[src/rtl/sbr_pkg.sv]
package sbr_pkg;
  typedef enum logic [1:0] {
    ST_IDLE = 2'd0,
    ST_REQ  = 2'd1,
    ST_WAIT = 2'd2
  } sbr_state_e;

  localparam logic [63:0] BASE_OLD_DEF = 64'h0003_FC00_0000_0000;
  localparam logic [63:0] BASE_NEW_DEF = 64'h0006_03FC_0000_0000;
  localparam logic [63:0] IDENT_DEF    = 64'h0A1B_2C3D_4E5F_6071;
endpackage

[src/rtl/sbr_xlate.sv]
// Window decode and host-offset to register-bus-address scrambling.
module sbr_xlate #(
  parameter int HADDR_W   = 64,
  parameter int WIN_LOG2  = 35,
  parameter int CHIP_ID_W = 6,
  parameter logic [HADDR_W-1:0] BASE_OLD = sbr_pkg::BASE_OLD_DEF,
  parameter logic [HADDR_W-1:0] BASE_NEW = sbr_pkg::BASE_NEW_DEF
) (
  input  logic [HADDR_W-1:0]   addr,
  input  logic                 gen_new,
  input  logic [CHIP_ID_W-1:0] chip_id,
  output logic                 in_win,
  output logic [WIN_LOG2-4:0]  rba
);
  localparam int RBA_W = WIN_LOG2 - 3;

  logic [HADDR_W-1:0] base;
  logic [HADDR_W-1:0] off;
  logic [RBA_W-1:0]   rba_old;
  logic [RBA_W-1:0]   rba_new;

  always_comb begin
    base   = (gen_new ? BASE_NEW : BASE_OLD) + (HADDR_W'(chip_id) << WIN_LOG2);
    off    = addr - base;
    in_win = (addr >= base) && ((off >> WIN_LOG2) == '0);
  end

  // newer generation: plain qword index
  assign rba_new = off[WIN_LOG2-1:3];
  // older generation: bit 7 squeezed out, bits 6:3 form the low nibble
  assign rba_old = {1'b0, off[WIN_LOG2-1:8], off[6:3]};
  assign rba     = gen_new ? rba_new : rba_old;
endmodule

[src/rtl/sbr_local.sv]
// Table of registers answered inside the bridge.
module sbr_local #(
  parameter int RBA_W  = 32,
  parameter int DATA_W = 64,
  parameter logic [DATA_W-1:0] IDENT = sbr_pkg::IDENT_DEF
) (
  input  logic [RBA_W-1:0]  rba,
  input  logic              we,
  output logic              hit,
  output logic [DATA_W-1:0] val
);
  localparam logic [RBA_W-1:0] A_IDENT = RBA_W'(32'h000F_000F);
  localparam logic [RBA_W-1:0] A_GA_LO = RBA_W'(32'h0101_0C00);
  localparam logic [RBA_W-1:0] A_GA_M3 = RBA_W'(32'h0101_0C03);
  localparam logic [RBA_W-1:0] A_GA_HI = RBA_W'(32'h0101_0C05);
  localparam logic [RBA_W-1:0] A_GB_7  = RBA_W'(32'h0202_0007);
  localparam logic [RBA_W-1:0] A_GB_9  = RBA_W'(32'h0202_0009);
  localparam logic [RBA_W-1:0] A_GB_F  = RBA_W'(32'h0202_000F);
  localparam logic [RBA_W-1:0] A_GC_LO = RBA_W'(32'h0201_3F00);
  localparam logic [RBA_W-1:0] A_GC_HI = RBA_W'(32'h0201_3F07);
  localparam logic [RBA_W-1:0] A_GD_0  = RBA_W'(32'h0201_3028);
  localparam logic [RBA_W-1:0] A_GD_1  = RBA_W'(32'h0201_302A);
  localparam logic [RBA_W-1:0] A_GD_2  = RBA_W'(32'h0201_3801);
  localparam logic [RBA_W-1:0] A_GD_3  = RBA_W'(32'h0201_3802);

  logic grp_b;
  logic rd_zero;
  logic wr_drop;

  always_comb begin
    grp_b   = (rba == A_GB_7) || (rba == A_GB_9) || (rba == A_GB_F);
    rd_zero = (rba == A_GA_LO) || (rba == A_GA_M3) || grp_b ||
              ((rba >= A_GC_LO) && (rba <= A_GC_HI)) ||
              (rba == A_GD_0) || (rba == A_GD_1) ||
              (rba == A_GD_2) || (rba == A_GD_3);
    wr_drop = (rba == A_IDENT) || grp_b ||
              ((rba >= A_GA_LO) && (rba <= A_GA_HI));
    hit = 1'b0;
    val = '0;
    if (we) begin
      hit = wr_drop;
    end else if (rba == A_IDENT) begin
      hit = 1'b1;
      val = IDENT;
    end else begin
      hit = rd_zero;
    end
  end
endmodule

[src/rtl/sbr_swap.sv]
// Byte-order conversion between host lanes and register values.
module sbr_swap #(
  parameter int DATA_W  = 64,
  parameter bit HOST_BE = 1'b1
) (
  input  logic [DATA_W-1:0] din,
  output logic [DATA_W-1:0] dout
);
  localparam int NBYTES = DATA_W / 8;

  generate
    if (HOST_BE) begin : g_swap
      for (genvar b = 0; b < NBYTES; b++) begin : g_byte
        assign dout[8*b +: 8] = din[8*(NBYTES-1-b) +: 8];
      end
    end else begin : g_pass
      assign dout = din;
    end
  endgenerate
endmodule

[src/rtl/sideband_bridge.sv]
module sideband_bridge #(
  parameter int HADDR_W   = 64,
  parameter int DATA_W    = 64,
  parameter int WIN_LOG2  = 35,
  parameter int CHIP_ID_W = 6,
  parameter int SIZE_W    = 4,
  parameter bit HOST_BE   = 1'b1,
  parameter logic [HADDR_W-1:0] BASE_OLD   = sbr_pkg::BASE_OLD_DEF,
  parameter logic [HADDR_W-1:0] BASE_NEW   = sbr_pkg::BASE_NEW_DEF,
  parameter logic [DATA_W-1:0]  CHIP_IDENT = sbr_pkg::IDENT_DEF
) (
  input  logic                 clk,
  input  logic                 rst,
  input  logic                 cfg_gen_new,
  input  logic [CHIP_ID_W-1:0] cfg_chip_id,
  input  logic                 h_valid,
  output logic                 h_ready,
  input  logic                 h_we,
  input  logic [HADDR_W-1:0]   h_addr,
  input  logic [SIZE_W-1:0]    h_size,
  input  logic [DATA_W-1:0]    h_wdata,
  output logic                 h_rsp_valid,
  output logic [DATA_W-1:0]    h_rdata,
  output logic                 ds_valid,
  input  logic                 ds_ready,
  output logic                 ds_we,
  output logic [WIN_LOG2-1:0]  ds_addr,
  output logic [DATA_W-1:0]    ds_wdata,
  input  logic                 ds_rsp_valid,
  input  logic [DATA_W-1:0]    ds_rdata,
  input  logic                 ds_rsp_err,
  input  logic                 st_clr,
  output logic                 stat_done,
  output logic                 stat_fail
);
  import sbr_pkg::*;

  localparam int RBA_W     = WIN_LOG2 - 3;
  localparam int ACC_BYTES = DATA_W / 8;

  sbr_state_e         state;
  logic               accept;
  logic               in_win;
  logic               size_ok;
  logic [RBA_W-1:0]   rba;
  logic               loc_hit;
  logic [DATA_W-1:0]  loc_val;
  logic [DATA_W-1:0]  wd_native;
  logic               fin;
  logic               fin_fail;
  logic [DATA_W-1:0]  fin_val;
  logic [DATA_W-1:0]  fin_host;

  sbr_xlate #(
    .HADDR_W(HADDR_W), .WIN_LOG2(WIN_LOG2), .CHIP_ID_W(CHIP_ID_W),
    .BASE_OLD(BASE_OLD), .BASE_NEW(BASE_NEW)
  ) u_xlate (
    .addr(h_addr), .gen_new(cfg_gen_new), .chip_id(cfg_chip_id),
    .in_win(in_win), .rba(rba)
  );

  sbr_local #(.RBA_W(RBA_W), .DATA_W(DATA_W), .IDENT(CHIP_IDENT)) u_local (
    .rba(rba), .we(h_we), .hit(loc_hit), .val(loc_val)
  );

  sbr_swap #(.DATA_W(DATA_W), .HOST_BE(HOST_BE)) u_swap_wr (
    .din(h_wdata), .dout(wd_native)
  );

  sbr_swap #(.DATA_W(DATA_W), .HOST_BE(HOST_BE)) u_swap_rd (
    .din(fin_val), .dout(fin_host)
  );

  assign h_ready = (state == ST_IDLE);
  assign accept  = h_valid && h_ready;
  assign size_ok = (h_size == SIZE_W'(ACC_BYTES));

  // completion decode: local answer, reject, or downstream response
  always_comb begin
    fin      = 1'b0;
    fin_fail = 1'b0;
    fin_val  = '0;
    if (accept) begin
      if (!(in_win && size_ok)) begin
        fin      = 1'b1;
        fin_fail = 1'b1;
      end else if (loc_hit) begin
        fin     = 1'b1;
        fin_val = h_we ? '0 : loc_val;
      end
    end
    if ((state == ST_WAIT) && ds_rsp_valid) begin
      fin      = 1'b1;
      fin_fail = ds_rsp_err;
      fin_val  = (ds_we || ds_rsp_err) ? '0 : ds_rdata;
    end
  end

  always_ff @(posedge clk) begin
    if (rst) begin
      state       <= ST_IDLE;
      h_rsp_valid <= 1'b0;
      h_rdata     <= '0;
      ds_valid    <= 1'b0;
      ds_we       <= 1'b0;
      ds_addr     <= '0;
      ds_wdata    <= '0;
      stat_done   <= 1'b0;
      stat_fail   <= 1'b0;
    end else begin
      h_rsp_valid <= fin;
      if (fin) begin
        h_rdata <= fin_host;
      end
      stat_done <= fin | (stat_done & ~st_clr);
      stat_fail <= fin_fail | (stat_fail & ~st_clr);
      unique case (state)
        ST_IDLE: begin
          if (accept && in_win && size_ok && !loc_hit) begin
            state    <= ST_REQ;
            ds_valid <= 1'b1;
            ds_we    <= h_we;
            ds_addr  <= {rba, 3'b000};
            ds_wdata <= wd_native;
          end
        end
        ST_REQ: begin
          if (ds_ready) begin
            ds_valid <= 1'b0;
            state    <= ST_WAIT;
          end
        end
        ST_WAIT: begin
          if (ds_rsp_valid) begin
            state <= ST_IDLE;
          end
        end
        default: state <= ST_IDLE;
      endcase
    end
  end
endmodule

[config.mk]
export PLATFORM = sky130hd
export DESIGN_NAME = sideband_bridge
export DESIGN_NICKNAME = d
export VERILOG_FILES = /design/src/rtl/sbr_pkg.sv /design/src/rtl/sbr_xlate.sv /design/src/rtl/sbr_local.sv /design/src/rtl/sbr_swap.sv /design/src/rtl/sideband_bridge.sv
export SDC_FILE = /design/constraint.sdc
export NUM_CORES = 1
export LEC_CHECK = 0
export ABC_AREA = 1
export BUFFER_PORTS_ARGS = -buffer_cell sky130_fd_sc_hd__buf_2
export CAP_MARGIN = 20
export CORE_AREA = 2 2 146 148
export DETAILED_ROUTE_END_ITERATION = 7
export DIE_AREA = 0 0 148 150
export PLACE_DENSITY = 0.79
export SKIP_LAST_GASP = 1
export SLEW_MARGIN = 40
export SYNTH_ARGS = -nofsm -noshare
export SYNTH_HDL_FRONTEND = slang
export SYNTH_SLANG_ARGS = --single-unit
export TNS_END_PERCENT = 10
[constraint.sdc]
create_clock -name clk -period 5.9 [get_ports clk]
set_input_delay 0 -clock clk [delete_from_list [all_inputs] [get_ports clk]]
set_output_delay 0 -clock clk [all_outputs]
set_load 0.005 [all_outputs]
# [After elaboration in Yosys (flattened, before gate mapping)]
# Index checks and enable logic that the tools add are counted.
[classes] eq_ne=16 add_sub_neg=2 n_lt_le_gt_ge=5 n_reduce_logical=28 n_mux=25 n_bitwise=5
[op_table] op="$mux 64" count=6
[op_table] op="$eq 32x26->1 const B" count=7
[op_table] op="$add 64x41->64" count=1
[op_table] op="$eq 32x25->1 const B" count=2
[op_table] op="$ge 64x64->1" count=1
[op_table] op="$logic_not 64->1" count=1
[op_table] op="$sub 64x64->64" count=1
[op_table] op="$mux 60" count=1
[op_table] op="$mux 51" count=1
[op_table] op="$eq 32x20->1 const B" count=1
[op_table] op="$ge 32x25->1 const B" count=1
[op_table] op="$ge 32x26->1 const B" count=1
[op_table] op="$le 32x25->1 const B" count=1
[op_table] op="$le 32x26->1 const B" count=1
[op_table] op="$mux 32" count=1
[op_table] op="$logic_or 1x1->1" count=12
[op_table] op="$mux 1" count=11
[op_table] op="$logic_and 1x1->1" count=9
[op_table] op="$mux 2" count=3
[op_table] op="$pmux 2 s3" count=1
[op_table] op="$reduce_and 3->1" count=2
[op_table] op="$eq 4x4->1 const B" count=1
[op_table] op="$ne 2x2->1 const B" count=2
[op_table] op="$and 1x1->1" count=2
[op_table] op="10 further kinds" count=11
[totals] output_inout_bits=169 elab_cells=90 inputBits=211 register_bits=167

# [Longest topological paths before layout]
[depth] ltp_word=20 mapped_depth=31 depth_no_buf=29

# [Modules after synthesis]
# A second synthesis with hierarchy kept.
[hier_totals] hier_cells=1834 area_unflattened_um2=11561.1
[modules_own_cells] module="sideband_bridge" area_each_um2=6999.2 seq_area_each_um2=3343.2 instances=1 cells_each=970
[modules_own_cells] module="sbr_xlate" area_each_um2=2582.5 seq_area_each_um2=0.0 instances=1 cells_each=550
[modules_own_cells] module="sbr_local" area_each_um2=1018.5 seq_area_each_um2=0.0 instances=1 cells_each=186
[modules_own_cells] module="sbr_swap" area_each_um2=480.5 seq_area_each_um2=0.0 instances=2 cells_each=64

# [Worst setup path before layout]
# No wires, ideal clock.
[synth_timing] path_kind="input to register" start="input port cfg_gen_new" end="register ds_addr[34]" arrival_ns=3.198 path_buffers=2 required_ns=5.780 setup_ns=0.120 slack_ns=2.582 stages=26 path_cell_list="ha_1 nand3_1 nand2_1 a21oi_1 o21ai_0 a21oi_1 ha_1 ha_1 nand2_1 inv_1 nand2_1 nand2_1 a21oi_1 nand2_1 nand2_1 nand2_1 nand2_1 nand2_1 nor2_1 nand2_1 nor2_2 nand4_2 inv_2 buf_4 buf_4 a21oi_1"
[synth_between] elab_chain_cells=18 word_cells_on_any_way=41 classes_between="2 x add/sub; 5 x order compare; 10 x eq/ne; 4 x mux; 20 x reduce/logical"
[synth_lines] element="start, declared" line_no="sideband_bridge.sv:14" rtl="input logic cfg_gen_new,"
[synth_lines] element="branches (longest 18 deep; another with $add 64x41->64)"
[synth_lines] element="end signal, assigned" line_no="sideband_bridge.sv:123" rtl="ds_addr <= {rba, 3'b000};"
[synth_lines] element="end, declared" line_no="sideband_bridge.sv:27" rtl="output logic [WIN_LOG2-1:0] ds_addr,"
# Parallel ways; which one is timed is not known.
# A chain may end at the register's enable or synchronous reset.

# [Final worst setup path]
[layout_timing] start="input port cfg_gen_new" end="register ds_wdata[4]"
[layout_between] elab_chain_cells=18 word_cells_on_any_way=41 classes_between="2 x add/sub; 5 x order compare; 10 x eq/ne; 4 x mux; 20 x reduce/logical"
[layout_lines] element="branches (longest 16 deep; another with $add 64x41->64)"
[layout_lines] element="$logic_and 1x1->1 *" line_no="sideband_bridge.sv:119" rtl="if (accept && in_win && size_ok && !loc_hit) begin"
[layout_lines] element="$reduce_and 2->1 (no source line) *"
[layout_lines] element="end signal, assigned" line_no="sideband_bridge.sv:124" rtl="ds_wdata <= wd_native;"
[layout_lines] element="end, declared" line_no="sideband_bridge.sv:28" rtl="output logic [DATA_W-1:0] ds_wdata,"
# Mark *: on every way between the ends.

==> results.sh <==
export IMPL_floorplan_initialDensity=0.438
export IMPL_routedWlPerCell_um=16.2
export IMPL_power_density_nw_per_um2=216
export IMPL_postCtsSetupBuffers=0
export IMPL_setup_worst_path_end_class="register"
export IMPL_max_cap_violations=0
export IMPL_multi_input_area_um2=4840
export IMPL_placementRows=53
export IMPL_critical_path_slowest_cell="sky130_fd_sc_hd__buf_2"
export IMPL_grt_usage=0.309
export IMPL_worst_path_largest_cell_delay_ns=0.49
export IMPL_post_route_period_util=0.774
export IMPL_most_numerous_cell_types_in_the_synthesized_netlist="388 x sky130_fd_sc_hd__nand2_1, 276 x sky130_fd_sc_hd__nor2_1, 167 x sky130_fd_sc_hd__dfxtp_1"
export IMPL_critical_path_arrival_ns=4.93
export IMPL_postRouteAntennaNets=0
export IMPL_cts_root_buffer="sky130_fd_sc_hd__clkbuf_16"
export IMPL_tritoncts_num_sinks=167
export IMPL_final_setup_skew_ns=0.0221
export IMPL_clk_latency_ns=0.44
export IMPL_area_growth_pct=44.1
export IMPL_yosys_cell_types_count=35
export IMPL_yosys_top_cells_area="sky130_fd_sc_hd__dfxtp_1 37%, sky130_fd_sc_hd__nand2_1 16%, sky130_fd_sc_hd__nor2_1 11%"
export IMPL_vias=11400
export IMPL_globalRouteOverflowTotal=0
export IMPL_yosys_area_top_type_share=0.369
export IMPL_drive_above_1_share=0.225
export IMPL_timing_setup_tns_ns=0
export IMPL_type_of_origin_of_the_critical_path="primary input"
export IMPL_drt_iter0_drc=852
export IMPL_die_area_um2=22200
export IMPL_numCtsBuffers=17
export IMPL_worstPathMaxFanout=64
export IMPL_pin_count=380
export IMPL_async_reset_ff_frac=0
export IMPL_fin_nets=2157
export IMPL_min_delay_path_class="primary input to register"
export IMPL_path_cells="buf_2 > ha_1 > a21oi_1 > nand2_1 > a21oi_1 > o21ai_0 > a21oi_1 > ha_1 > ha_1 > nand2_1 > nor2_2 > nand3_1 > nand3_1 > nand2_1 > nand3_1 > nand2_1 > nor2_1 > nand3_1 > nor2_2 > nand4_4 > inv_2 > buf_12 > o21ai_0 > nor2_1"
export IMPL_grt_start_max_net_pins=117
export IMPL_yosys_register_bits=167
export IMPL_gp_congestion=0.978
export IMPL_postCtsResizedCells=0
export IMPL_worst_voltage_drop_across_the_vdd_grid_mv=0.172
export IMPL_sequential_cell_area_um2=3340
export IMPL_syn_area_per_cell_um2=6.28
export IMPL_yosysWarnings=0
export IMPL_yosysTopAreaCell="sky130_fd_sc_hd__dfxtp_1"
export IMPL_drt_drc_violations_left=0
export IMPL_setup_repair_after_global_routing_missed_its_margin="false"
export IMPL_worst_slew_pin_transition_ns=0.797
export IMPL_wire_length_of_the_first_global_routing_pass_um=54700
export IMPL_number_of_enable_type_register_cells_in_the_synthesized_netlist=0
export IMPL_outcome="finished, final reports clean"
export IMPL_max_freq_mhz=219
export IMPL_via_per_inst=5.17
export IMPL_relSlewSlack=0.469
export IMPL_total_length_of_routed_wires_um=35700
export IMPL_syn_cell_area_um2=9060
export IMPL_crit_required_ns=6.27
export IMPL_cell_family_contributing_the_most_delay_on_the_critical_path="simple AND/OR/NAND/NOR gates"
export IMPL_final_design_area_no_fill_um2=13100
export IMPL_number_of_instances_in_the_synthesized_netlist=1442
export IMPL_maximum_count_of_clock_buffers_along_a_single_path=2
export IMPL_tritoncts="yes"
export IMPL_setup_viol=0
export IMPL_path_clk_slew_ns=0.08
export IMPL_clock_tree_htree_level_count=4
export IMPL_worstPathBufferInverterCount=3
export IMPL_static_leak_nw=6.91
export IMPL_worstSetupPathType="primary input to register"
export IMPL_floorplan_core_area_um2=20700
export IMPL_total_iterations_of_the_first_detailed_routing_run=6
export IMPL_finalCriticalPeriod_ns=4.57
export IMPL_die_width_um=148
export IMPL_place_hpwl_um=23300
export IMPL_floorplan_die_height_um=150
export IMPL_dpl_instance_area_um2=11100
export IMPL_synth_ff_type="sky130_fd_sc_hd__dfxtp_1"
export IMPL_number_of_buffer_cells_added_on_primary_ports=376
export IMPL_number_of_slew_limit_violations_in_the_final_report=0
export IMPL_final_hold_violation_count=0
export IMPL_grt_pass1_vias=11100
export IMPL_most_common_cell_in_the_netlist="sky130_fd_sc_hd__nand2_1"
export IMPL_grt_antenna_before_repair=2
export IMPL_totalPowerFinal_mw=2.82
export IMPL_synth_yosys_seq_area_share=0.369
export IMPL_fillerInstances=1818
[cell type report]
cell class / count / area share
diodes: 4 / 0.000767
well taps: 275 / 0.0264
inverters: 153 / 0.0440
clock buffers: 18 / 0.0329
flip-flops and latches: 167 / 0.256
multi-input cells: 1058 / 0.371
clock inverters: 14 / 0.0123
repair buffers: 522 / 0.257
[power by group]
part           switching (mW)  internal (mW)
registers             0.00628           1.14
logic                   0.310          0.226
clock network           0.533          0.603
total                   0.850           1.97
[flip-flops by register name, summed over array words and instances (netlist names)]
signal       cells
ds_addr         32
ds_valid         1
stat_fail        1
h_rdata         64
ds_wdata        64
stat_done        1
h_rsp_valid      1
ds_we            1
state            2
[metal layers]
layer	up-vias	GRT usage	routed length [um]
li1	5508	-	-
met5	-	0	0
met3	151	0.0902	2980
met1	5199	0.356	13800
met2	579	0.528	17400
met4	0	0.149	1610
[cell families after synthesis]
group           share of synthesized area
compound gates                      0.141
other cells                      0.000414
buf+inv                            0.0993
fa+ha+maj                          0.0390
simple gates                        0.346
xor+xnor                          0.00580
flops                               0.369
[worst min-delay path, cell delays in order]
cell and delay, ns:
sky130_fd_sc_hd__buf_2 0.11, sky130_fd_sc_hd__nand2_1 0.05, sky130_fd_sc_hd__nand2_1 0.07, sky130_fd_sc_hd__o21ai_0 0.08, sky130_fd_sc_hd__a21oi_1 0.10
[worst paths after layout]
kind	cells past startpoint	startpoint	endpoint	slack, ns
worst min-delay path	5	h_addr[18]	ds_addr[17]$_SDFFE_PP0P_	0.02
worst max-delay path	24	cfg_gen_new	ds_wdata[4]$_SDFFE_PP0P_	1.33
worst max register to register	8	state[0]$_SDFFE_PP0P_	ds_wdata[4]$_SDFFE_PP0P_	3.64
worst min register to register	2	ds_addr[8]$_SDFFE_PP0P_	ds_addr[8]$_SDFFE_PP0P_	0.44
[cell usage in the layout (no fill, tap or decap), drive strengths merged, types with 4 or more instances in the layout]
cell and count:
dfxtp 167, nand3 58, inv 159, nand4 19, nor3 21, dlygate4sd3 138, xor2 4, a21oi 88
clkbuf 18, nand2 389, buf 384, clkinv 6, o21a 13, ha 25, nor2 282, diode 4
o21ai 140
[metrics by stage]
step	setup slack [ns]	instances	hold WS [ns]	utilization
floorplan	2.58	1444	0.135	-
global placement	1.01	2037	0.220	0.535
detailed placement	1.08	2037	0.224	0.535
CTS	1.49	2207	0.0125	0.630
global route	0.936	2209	0.0589	0.631
finish	1.33	2211	0.0207	0.631
[what timing repair did]
item / 4_1_cts / 5_1_grt
endpoints found under the setup margin: 0 / 0
endpoints found under the hold margin: 138 / 0
hold buffers: 138 / 0
Note: power is estimated with default switching activity, not from simulation.
